File: config.mk
export PLATFORM = sky130hd
export DESIGN_NAME = baud_tick_src
export DESIGN_NICKNAME = d
export VERILOG_FILES = /design/src/rtl/baud_pkg.sv /design/src/rtl/baud_fixed_div.sv /design/src/rtl/baud_tmr_half.sv /design/src/rtl/baud_reload_gen.sv /design/src/rtl/baud_tick_src.sv
export SDC_FILE = /design/constraint.sdc
export NUM_CORES = 1
export LEC_CHECK = 0
export BUFFER_PORTS_ARGS = -buffer_cell sky130_fd_sc_hd__buf_2
export CAP_MARGIN = 20
export CORE_UTILIZATION = 31
export CTS_BUF_LIST = sky130_fd_sc_hd__clkbuf_4 sky130_fd_sc_hd__clkbuf_8
export DETAILED_ROUTE_END_ITERATION = 16
export SYNTH_ARGS = -nofsm -noshare
export SYNTH_HDL_FRONTEND = slang
export SYNTH_HIERARCHICAL = 1
export SYNTH_SLANG_ARGS = --single-unit
File: constraint.sdc
create_clock -name clk -period 1.58 [get_ports clk]
set_clock_uncertainty 0.15 [all_clocks]
set_input_delay 0.316 -clock clk [delete_from_list [all_inputs] [get_ports clk]]
set_output_delay 0.316 -clock clk [all_outputs]
set_load 0.01 [all_outputs]
File: src/rtl/baud_pkg.sv
package baud_pkg;
  typedef enum logic [1:0] {
    SRC_FIXED = 2'd0,
    SRC_TIMER = 2'd1,
    SRC_GEN   = 2'd2
  } baud_src_e;
endpackage

File: src/rtl/baud_fixed_div.sv
module baud_fixed_div (
  input  logic clk,
  input  logic rst_n,
  input  logic rate_dbl,
  output logic tick_raw
);
  logic ph_q, ph_d;

  always_comb begin
    ph_d = ~ph_q;
  end

  always_ff @(posedge clk or negedge rst_n) begin
    if (!rst_n) ph_q <= 1'b0;
    else        ph_q <= ph_d;
  end

  assign tick_raw = rate_dbl | ph_q;

  // in halved mode no two raw ticks follow each other
  assert_fix_alternate_R3: assert property (@(posedge clk) disable iff (!rst_n)
    (!rate_dbl && tick_raw) |=> (rate_dbl || !tick_raw));
endmodule

File: src/rtl/baud_tmr_half.sv
module baud_tmr_half (
  input  logic clk,
  input  logic rst_n,
  input  logic rate_dbl,
  input  logic tmr_ovf,
  output logic tick_raw
);
  logic half_q, half_d, half_en;

  always_comb begin
    half_en = tmr_ovf;
    half_d  = ~half_q;
  end

  always_ff @(posedge clk or negedge rst_n) begin
    if (!rst_n)       half_q <= 1'b0;
    else if (half_en) half_q <= half_d;
  end

  assign tick_raw = tmr_ovf & (rate_dbl | half_q);

  // the halving phase moves only on an overflow pulse
  assert_half_hold_R6: assert property (@(posedge clk) disable iff (!rst_n)
    !tmr_ovf |=> $stable(half_q));
  // every overflow pulse flips the phase, in any mode
  assert_half_flip_R6: assert property (@(posedge clk) disable iff (!rst_n)
    tmr_ovf |=> (half_q != $past(half_q)));
endmodule

File: src/rtl/baud_reload_gen.sv
module baud_reload_gen #(
  parameter int BYTE_W = 8,
  parameter int NBYTES = 2
) (
  input  logic              clk,
  input  logic              rst_n,
  input  logic [NBYTES-1:0] byte_we,
  input  logic [BYTE_W-1:0] wdata,
  output logic              tick_raw
);
  localparam int DIV_W = BYTE_W * NBYTES;

  logic [BYTE_W-1:0] div_byte [NBYTES];
  logic [DIV_W-1:0]  div_full;
  logic [DIV_W-1:0]  eff_div;
  logic [DIV_W-1:0]  cnt_q, cnt_d;

  for (genvar b = 0; b < NBYTES; b++) begin : g_byte
    always_ff @(posedge clk or negedge rst_n) begin
      if (!rst_n)          div_byte[b] <= '0;
      else if (byte_we[b]) div_byte[b] <= wdata;
    end
  end

  always_comb begin
    div_full = '0;
    for (int b = 0; b < NBYTES; b++) begin
      div_full[b*BYTE_W +: BYTE_W] = div_byte[b];
    end
    eff_div = (div_full == '0) ? DIV_W'(1) : div_full;
  end

  assign tick_raw = (cnt_q <= DIV_W'(1));

  always_comb begin
    if (tick_raw) cnt_d = eff_div;
    else          cnt_d = cnt_q - DIV_W'(1);
  end

  always_ff @(posedge clk or negedge rst_n) begin
    if (!rst_n) cnt_q <= '0;
    else        cnt_q <= cnt_d;
  end

  // for a divisor above one, a tick never repeats on the next cycle
  assert_gen_gap_R7: assert property (@(posedge clk) disable iff (!rst_n)
    (tick_raw && div_full > DIV_W'(1) && !(|byte_we)) |=> !tick_raw);
  // a zero divisor yields a tick on the following cycle too
  assert_gen_zero_R8: assert property (@(posedge clk) disable iff (!rst_n)
    (tick_raw && div_full == '0) |=> tick_raw);
endmodule

File: src/rtl/baud_tick_src.sv
module baud_tick_src #(
  parameter int BYTE_W = 8
) (
  input  logic              clk,
  input  logic              rst_n,
  input  logic              fixed_mode,
  input  logic              rate_dbl,
  input  logic              use_gen,
  input  logic              tmr_ovf,
  input  logic              div_wr_hi,
  input  logic              div_wr_lo,
  input  logic [BYTE_W-1:0] div_wdata,
  output logic              tick_16x
);
  import baud_pkg::*;

  localparam int NBYTES = 2;

  logic rst_meta_n, rst_sync_n;
  logic fix_raw, tmr_raw, gen_raw;
  logic tick_d, tick_q;
  baud_src_e src;

  always_ff @(posedge clk or negedge rst_n) begin
    if (!rst_n) begin
      rst_meta_n <= 1'b0;
      rst_sync_n <= 1'b0;
    end else begin
      rst_meta_n <= 1'b1;
      rst_sync_n <= rst_meta_n;
    end
  end

  baud_fixed_div u_fix (
    .clk      (clk),
    .rst_n    (rst_sync_n),
    .rate_dbl (rate_dbl),
    .tick_raw (fix_raw)
  );

  baud_tmr_half u_tmr (
    .clk      (clk),
    .rst_n    (rst_sync_n),
    .rate_dbl (rate_dbl),
    .tmr_ovf  (tmr_ovf),
    .tick_raw (tmr_raw)
  );

  baud_reload_gen #(.BYTE_W(BYTE_W), .NBYTES(NBYTES)) u_gen (
    .clk      (clk),
    .rst_n    (rst_sync_n),
    .byte_we  ({div_wr_hi, div_wr_lo}),
    .wdata    (div_wdata),
    .tick_raw (gen_raw)
  );

  always_comb begin
    if (fixed_mode)   src = SRC_FIXED;
    else if (use_gen) src = SRC_GEN;
    else              src = SRC_TIMER;
  end

  always_comb begin
    unique case (src)
      SRC_FIXED: tick_d = fix_raw;
      SRC_TIMER: tick_d = tmr_raw;
      SRC_GEN:   tick_d = gen_raw;
      default:   tick_d = 1'b0;
    endcase
  end

  always_ff @(posedge clk or negedge rst_sync_n) begin
    if (!rst_sync_n) tick_q <= 1'b0;
    else             tick_q <= tick_d;
  end

  assign tick_16x = tick_q;

  // fixed scheme wins over the generator select
  assert_fixed_wins_R4: assert property (@(posedge clk) disable iff (!rst_sync_n)
    (fixed_mode && rate_dbl) |=> tick_16x);
  // undivided timer mode forwards each overflow one cycle later
  assert_tmr_fwd_R5: assert property (@(posedge clk) disable iff (!rst_sync_n)
    (!fixed_mode && !use_gen && rate_dbl && tmr_ovf) |=> tick_16x);
  // a generator tick reaches the output when the generator is selected
  assert_gen_fwd_R7: assert property (@(posedge clk) disable iff (!rst_sync_n)
    (!fixed_mode && use_gen && gen_raw) |=> tick_16x);
  // in timer mode no output tick without a preceding overflow
  assert_tmr_quiet_R5: assert property (@(posedge clk) disable iff (!rst_sync_n)
    (!fixed_mode && !use_gen && !tmr_ovf) |=> !tick_16x);
endmodule

==> results.tsv, run 1 <==
stage	metric	value	unit
status	outcome	complete, but fails checks	
status	failing checks	setup timing	
worst_setup_path	reg2reg end	u_gen/cnt_q[13]	
cts	Reg clk slew, reported paths	0.08	ns
cts	CTS tree	built	
final_layout	most common cell after layout, fill and taps aside	dfrtp_1	
final_layout	area of the multi-input gates	817	sq um
synth	Net Count, Synth	153	
drt	Residual DRC	0	
final_layout	Fill cells	516	
timing	RSZ-0062 raised after global routing	true	
worst_hold_path	Hold Path End	tick_16x	
worst_setup_path	CP Launch Type	register	
synth	yosys synthesis warning count	6	
drt	Vias/cell	4.70	
drt	initial DRC count	36	
worst_hold_path	Hold Path Class	in -> reg	
floorplan	DIE AREA	5910	sq um
timing	Fin. Hold Viols	0	
drt	drt wl/cell	14.9	um
floorplan	IO Pins	17	
global_routing	initial antenna violation count	0	
cts	clock tree root driver cell	clkbuf_8	
cts	clock buffer count from CTS	5	
cts	worst skew pair latency	0.30	ns
worst_setup_path	FF-to-FF Start	u_gen/cnt_q[10]	
timing	setup ws final	-0.820	ns
job	max-cap viol count	0	
timing	TNS Setup	-12.99	ns
floorplan	initial core utilization	0.330	
place	input/output buffers	16	
worst_setup_path	CP Max Fanout	7	
place	HPWL after DPL	2730	um
drt	vias post-DR	1180	
synth	post-synthesis sequential area ratio	0.532	
timing	final setup violation count	17	
final_layout	Reg area	926	sq um
final_layout	Area growth, synth to finish	32.4	%
timing	Tmin final	2.40	ns
floorplan	Core ar.	5270	sq um
global_routing	grt total ovfl	0	
floorplan	die height	76.9	um
worst_hold_path	Hold Path Depth	2	
cts	H-tree levels	2	
power_and_ir_drop	power density over cell area	879	nW/um^2
timing	fmax	417	MHz
synth	leading area contributor after synthesis	dfrtp_1	
cts	clock net sink count	37	
place	Placer Congestion	0.792	
final_layout	commonest non-fill, non-tap cells in the layout	dfrtp_1 (37), buf_4 (24), buf_2 (16)	
synth	leading post-synthesis cells by cell area	dfrtp_1 (53%), mux2_2 (13%), mux2_4 (5.2%), xor2_1 (3.5%), nor4_1 (1.8%)	
global_routing	number of global-route vias before repair	1283	
global_routing	global-route wire length before repair	6270	um
final_layout	share of post-route cells with drive strength above 1	0.508	
final_layout	nets@finish	198	
worst_setup_path	R2R depth	5	
worst_setup_path	CP Capture Type	register	
worst_setup_path	crit path DAT	2.43	ns
drt	DR pass1 iterations	4	
timing	final hold slack	0.0483	ns
synth	post-synth cell types	33	
timing	Worst-Margin Slew	0.492	ns
worst_setup_path	WS Path Type	reg -> reg	
floorplan	die width	76.9	um
final_layout	Antenna diodes	0	
worst_setup_path	Worst EP required	1.61	ns
timing	Slew headroom	0.668	
place	pre-CTS setup slack	-0.810	ns
synth	Syn Std Cell Area	1740	sq um
global_routing	Total GRT Usage	0.140	
timing	fin crit share	1.52	
cts	Clock Path Buffers	2	
global_routing	largest net degree at the start of global routing	36	
power_and_ir_drop	Peak VDD IR	454	uV
worst_setup_path	R2R setup slack	-0.82	ns
floorplan	site row count	26	
synth	Seq cells post-synth	37	
timing	Slew Limit Fails	0	
drt	total wire length	3750	um
synth	top-area cell type share of the netlist area	0.532	
drt	ANT nets after route	0	
synth	Post-Syn Area per Cell	12.9	sq um
worst_hold_path	Hold Startpoint	fixed_mode	
synth	Synth Instances	135	
power_and_ir_drop	Leak Pwr	1.02	nW
==> power breakdown <==
group / total, W / internal, W / switching, W
Clock: 0.000837 / 0.000491 / 0.000346
Combinational: 0.000132 / 0.0000683 / 0.0000635
Sequential: 0.00105 / 0.00101 / 0.0000491
Total: 0.00202 / 0.00156 / 0.000458
==> metrics by stage <==
stage / instance area (sq um) / util / cells / total power (W)
floorplan: 1750 / - / 135 / 0.00114
finish: 2300 / 0.437 / 251 / 0.00202
global placement: 2070 / 0.393 / 239 / 0.00119
detailed placement: 2070 / 0.393 / 239 / 0.00121
CTS: 2210 / 0.420 / 249 / 0.00205
global route: 2300 / 0.437 / 251 / 0.00212
==> cell type report <==
cell class / instances / share of cell area
well taps: 70 / 0.0380
repair buffers: 45 / 0.147
clock buffers: 6 / 0.0332
flip-flops and latches: 37 / 0.402
multi-input cells: 86 / 0.355
clock inverters: 2 / 0.0168
inverters: 5 / 0.00815
==> layer usage <==
metal,GRT usage,routed length (um),vias to the layer above
met5,0,0,-
met4,0.0577,62,0
met3,0.0357,110,6
met2,0.246,1940,19
met1,0.162,1640,578
li1,-,-,577
==> state kept, by name (all words and copies together), names as in the netlist <==
| signal | count |
|---|---|
| u_gen/cnt_q | 16 |
| u_gen/div_byte | 16 |
| rst_meta_n | 1 |
| rst_sync_n | 1 |
| tick_16x | 1 |
| u_fix/ph_q | 1 |
| u_tmr/half_q | 1 |
==> Yosys cell counts, drive strengths merged <==
library cell and count:
dfrtp 37, mux2 26, xor2 7, nor3 6, o21ai 6, clkbuf 5
inv 5, nor4 5, nand2 4, or3 4, mux2i 3, o31ai 3
or2 3, or4 3, xnor2 3, a211o 2, buf 2, ha 2
o21a 2, a22oi 1, a41oi 1, conb 1, nor2 1, nor4b 1
o41ai 1, or3b 1
==> timing repair <==
item	in CTS	in global routing
hold buffers	1	0
endpoints found under the setup margin	17	17
gates cloned	0	1
endpoints found under the hold margin	2	0
gates resized for setup	2	12
pin swaps	0	2
buffers inserted	1	1
==> worst max-delay path by stage <==
| stage | start | endpoint | slack [ns] | depth (start not counted) |
|---|---|---|---|---|
| final | u_gen/cnt_q[10] | u_gen/cnt_q[13] | -0.82 | 5 |
| after detailed placement | u_gen/cnt_q[10] | u_gen/cnt_q[5] | -0.81 | 5 |
| after global routing | u_gen/cnt_q[10] | u_gen/cnt_q[13] | -0.86 | 5 |
| after global placement | u_gen/cnt_q[10] | u_gen/cnt_q[6] | -0.77 | 5 |
| after CTS | u_gen/cnt_q[10] | u_gen/cnt_q[2] | -0.82 | 5 |
| after floorplan | u_gen/cnt_q[10] | u_gen/cnt_q[10] | -0.97 | 6 |
==> cell families after synthesis <==
logic type               count (synthesis)  synth area share
AO/OA/AOI/OAI                           16            0.0647
XOR/XNOR                                10            0.0504
adder cells (fa/ha/maj)                  2            0.0144
buffers and inverters                   12            0.0331
flip-flops                              37             0.532
multiplexers                            29             0.199
other                                    1           0.00216
AND/OR/NAND/NOR                         28             0.104
==> worst max-delay path: stages, from the launching register on <==
cell and delay [ns]:
dfrtp_1 0.39, or4_4 0.54, or4_4 0.45, nor3_4 0.24, clkbuf_16 0.22, mux2_4 0.30
Power figures use the tool's default switching activity.
==> inputs of run 2 (changes only) <==
Settings changed: CELL_PAD_IN_SITES_DETAIL_PLACEMENT set to 1, CELL_PAD_IN_SITES_GLOBAL_PLACEMENT set to 2, PLACE_DENSITY_LB_ADDON set to 0.1.
==> run 2 against run 1 <==
- the flow still finishes with violations (setup timing)
- sequential share of layout area grew 1.4 points
- combinational power barely moved
- die area is the same
- critical path depth unchanged
- largest power group unchanged
==> results.tsv, run 2 (synthesis results as in run 1) <==
stage	metric	value	unit
status	outcome	complete, but fails checks	
status	failing checks	setup timing	
drt	vias post-DR	1189	
power_and_ir_drop	Leak Pwr	0.973	nW
global_routing	largest net degree at the start of global routing	36	
global_routing	grt total ovfl	0	
timing	TNS Setup	-13.00	ns
floorplan	initial core utilization	0.330	
global_routing	number of global-route vias before repair	1384	
final_layout	Antenna diodes	0	
drt	initial DRC count	33	
job	max-cap viol count	0	
worst_hold_path	Hold Path End	tick_16x	
global_routing	Total GRT Usage	0.155	
worst_setup_path	CP Buf/Inv Count	1	
floorplan	site row count	26	
drt	DR pass1 iterations	4	
worst_setup_path	reg2reg end	u_gen/cnt_q[2]	
drt	Vias/cell	4.70	
final_layout	nets@finish	200	
cts	worst skew pair latency	0.28	ns
floorplan	die width	76.9	um
floorplan	IO Pins	17	
floorplan	die height	76.9	um
timing	fmax	416	MHz
timing	Tmin final	2.40	ns
worst_setup_path	CP max-delay cell	or4_4	
worst_hold_path	Hold Path Class	in -> reg	
worst_setup_path	R2R setup slack	-0.82	ns
drt	Residual DRC	0	
cts	Clock Path Buffers	2	
floorplan	DIE AREA	5910	sq um
worst_setup_path	CP Capture Type	register	
power_and_ir_drop	power density over cell area	823	nW/um^2
cts	H-tree levels	2	
worst_hold_path	Hold Path Depth	2	
place	input/output buffers	16	
worst_setup_path	Worst EP required	1.59	ns
drt	drt wl/cell	15.7	um
drt	total wire length	3960	um
drt	ANT nets after route	0	
global_routing	global-route wire length before repair	6890	um
cts	clock buffer count from CTS	5	
final_layout	share of post-route cells with drive strength above 1	0.503	
final_layout	Fill cells	578	
cts	CTS tree	built	
timing	setup ws final	-0.823	ns
worst_setup_path	crit path DAT	2.42	ns
timing	final hold slack	0.0799	ns
worst_setup_path	Max stage delay on crit path	0.53	ns
worst_setup_path	CP Max Fanout	14	
worst_setup_path	CP Launch Type	register	
cts	clock tree root driver cell	clkbuf_8	
timing	final setup violation count	17	
worst_setup_path	FF-to-FF Start	u_gen/cnt_q[10]	
timing	Slew Limit Fails	0	
timing	RSZ-0062 raised after global routing	true	
power_and_ir_drop	Peak VDD IR	428	uV
global_routing	initial antenna violation count	0	
worst_hold_path	Hold Startpoint	fixed_mode	
cts	Reg clk slew, reported paths	0.07	ns
worst_setup_path	R2R depth	5	
final_layout	Area growth, synth to finish	28.1	%
final_layout	commonest non-fill, non-tap cells in the layout	dfrtp_1 (37), buf_4 (28), mux2_2 (18)	
worst_setup_path	CP most frequent cell	or4_4	
place	HPWL after DPL	3000	um
floorplan	Core ar.	5270	sq um
final_layout	top flop regs	u_gen/cnt_q: 16 flops, u_gen/div_byte: 16 flops	
cts	clock net sink count	37	
worst_setup_path	WS Path Type	reg -> reg	
timing	Fin. Hold Viols	0	
worst_setup_path	CP cell instances	or4_4, or4_4, nor3_4, buf_12, mux2_2	
worst_setup_path	CP top delay family	simple AND/OR/NAND/NOR gates	
final_layout	most common cell after layout, fill and taps aside	dfrtp_1	
timing	fin crit share	1.52	
place	Placer Congestion	0.763	
==> run 2: cell count changes in the layout (fill, tap and decap cells not counted), moves of 2 or more <==
cell,before,now
buf_4,24,28
clkinv_2,0,2
mux2_2,14,18
mux2_4,12,8
==> run 2: final cells by class <==
cell class                 count  area, sq um  share of cell area
clock buffer                   6         76.3              0.0343
inverter                       5         18.8             0.00843
clock inverter                 2         10.0             0.00449
timing repair buffer          47          332               0.149
tap                           70         87.6              0.0393
sequential                    37          926               0.416
multi-input combinational     86          777               0.349
==> run 2: report_power, final <==
group	total (W)	internal (W)	switching (W)
sequential	0.00105	0.00101	0.0000473
clock	0.000650	0.000323	0.000327
combinational	0.000130	0.0000678	0.0000618
total	0.00183	0.00140	0.000436
==> run 2: how the worst max path moves through the flow <==
stage / from / to / slack [ns] / cells after the start
final: u_gen/cnt_q[10] / u_gen/cnt_q[2] / -0.82 / 5
after global routing: u_gen/cnt_q[10] / u_gen/cnt_q[4] / -0.91 / 5
after CTS: u_gen/cnt_q[10] / u_gen/cnt_q[2] / -0.83 / 5
after detailed placement: u_gen/cnt_q[10] / u_gen/cnt_q[3] / -0.83 / 5
after global placement: u_gen/cnt_q[10] / u_gen/cnt_q[4] / -0.76 / 5
after floorplan: u_gen/cnt_q[10] / u_gen/cnt_q[10] / -0.97 / 6
==> run 2: metal layers <==
metal	vias to the layer above	wire, um	GRT usage
met5	-	0	0
met2	20	2000	0.263
met1	593	1790	0.188
met4	0	57	0.0635
met3	5	114	0.0333
li1	571	-	-
==> run 2: metrics by stage <==
stage	util	cells	power (W)	setup WS (ns)	area (sq um)
floorplan	-	135	0.00114	-0.974	1750
finish	0.423	253	0.00183	-0.823	2230
CTS	0.418	251	0.00187	-0.831	2200
global route	0.423	253	0.00194	-0.908	2230
global placement	0.397	242	0.00120	-0.760	2090
detailed placement	0.397	242	0.00120	-0.829	2090
==> run 2: timing repair <==
action / 4_1_cts / 5_1_grt
buffers inserted: 0 / 2
endpoints found under the setup margin: 17 / 17
endpoints found under the hold margin: 2 / 0
pin swaps: 0 / 1
gates resized for setup: 3 / 2
hold buffers: 1 / 0
==> run 2: worst register-to-register path: cells and delay by family, from the launching register on <==
kind          cells  cell delay, ns
buf+inv           1            0.18
mux               1            0.35
simple gates      3            1.22
flops             1            0.38
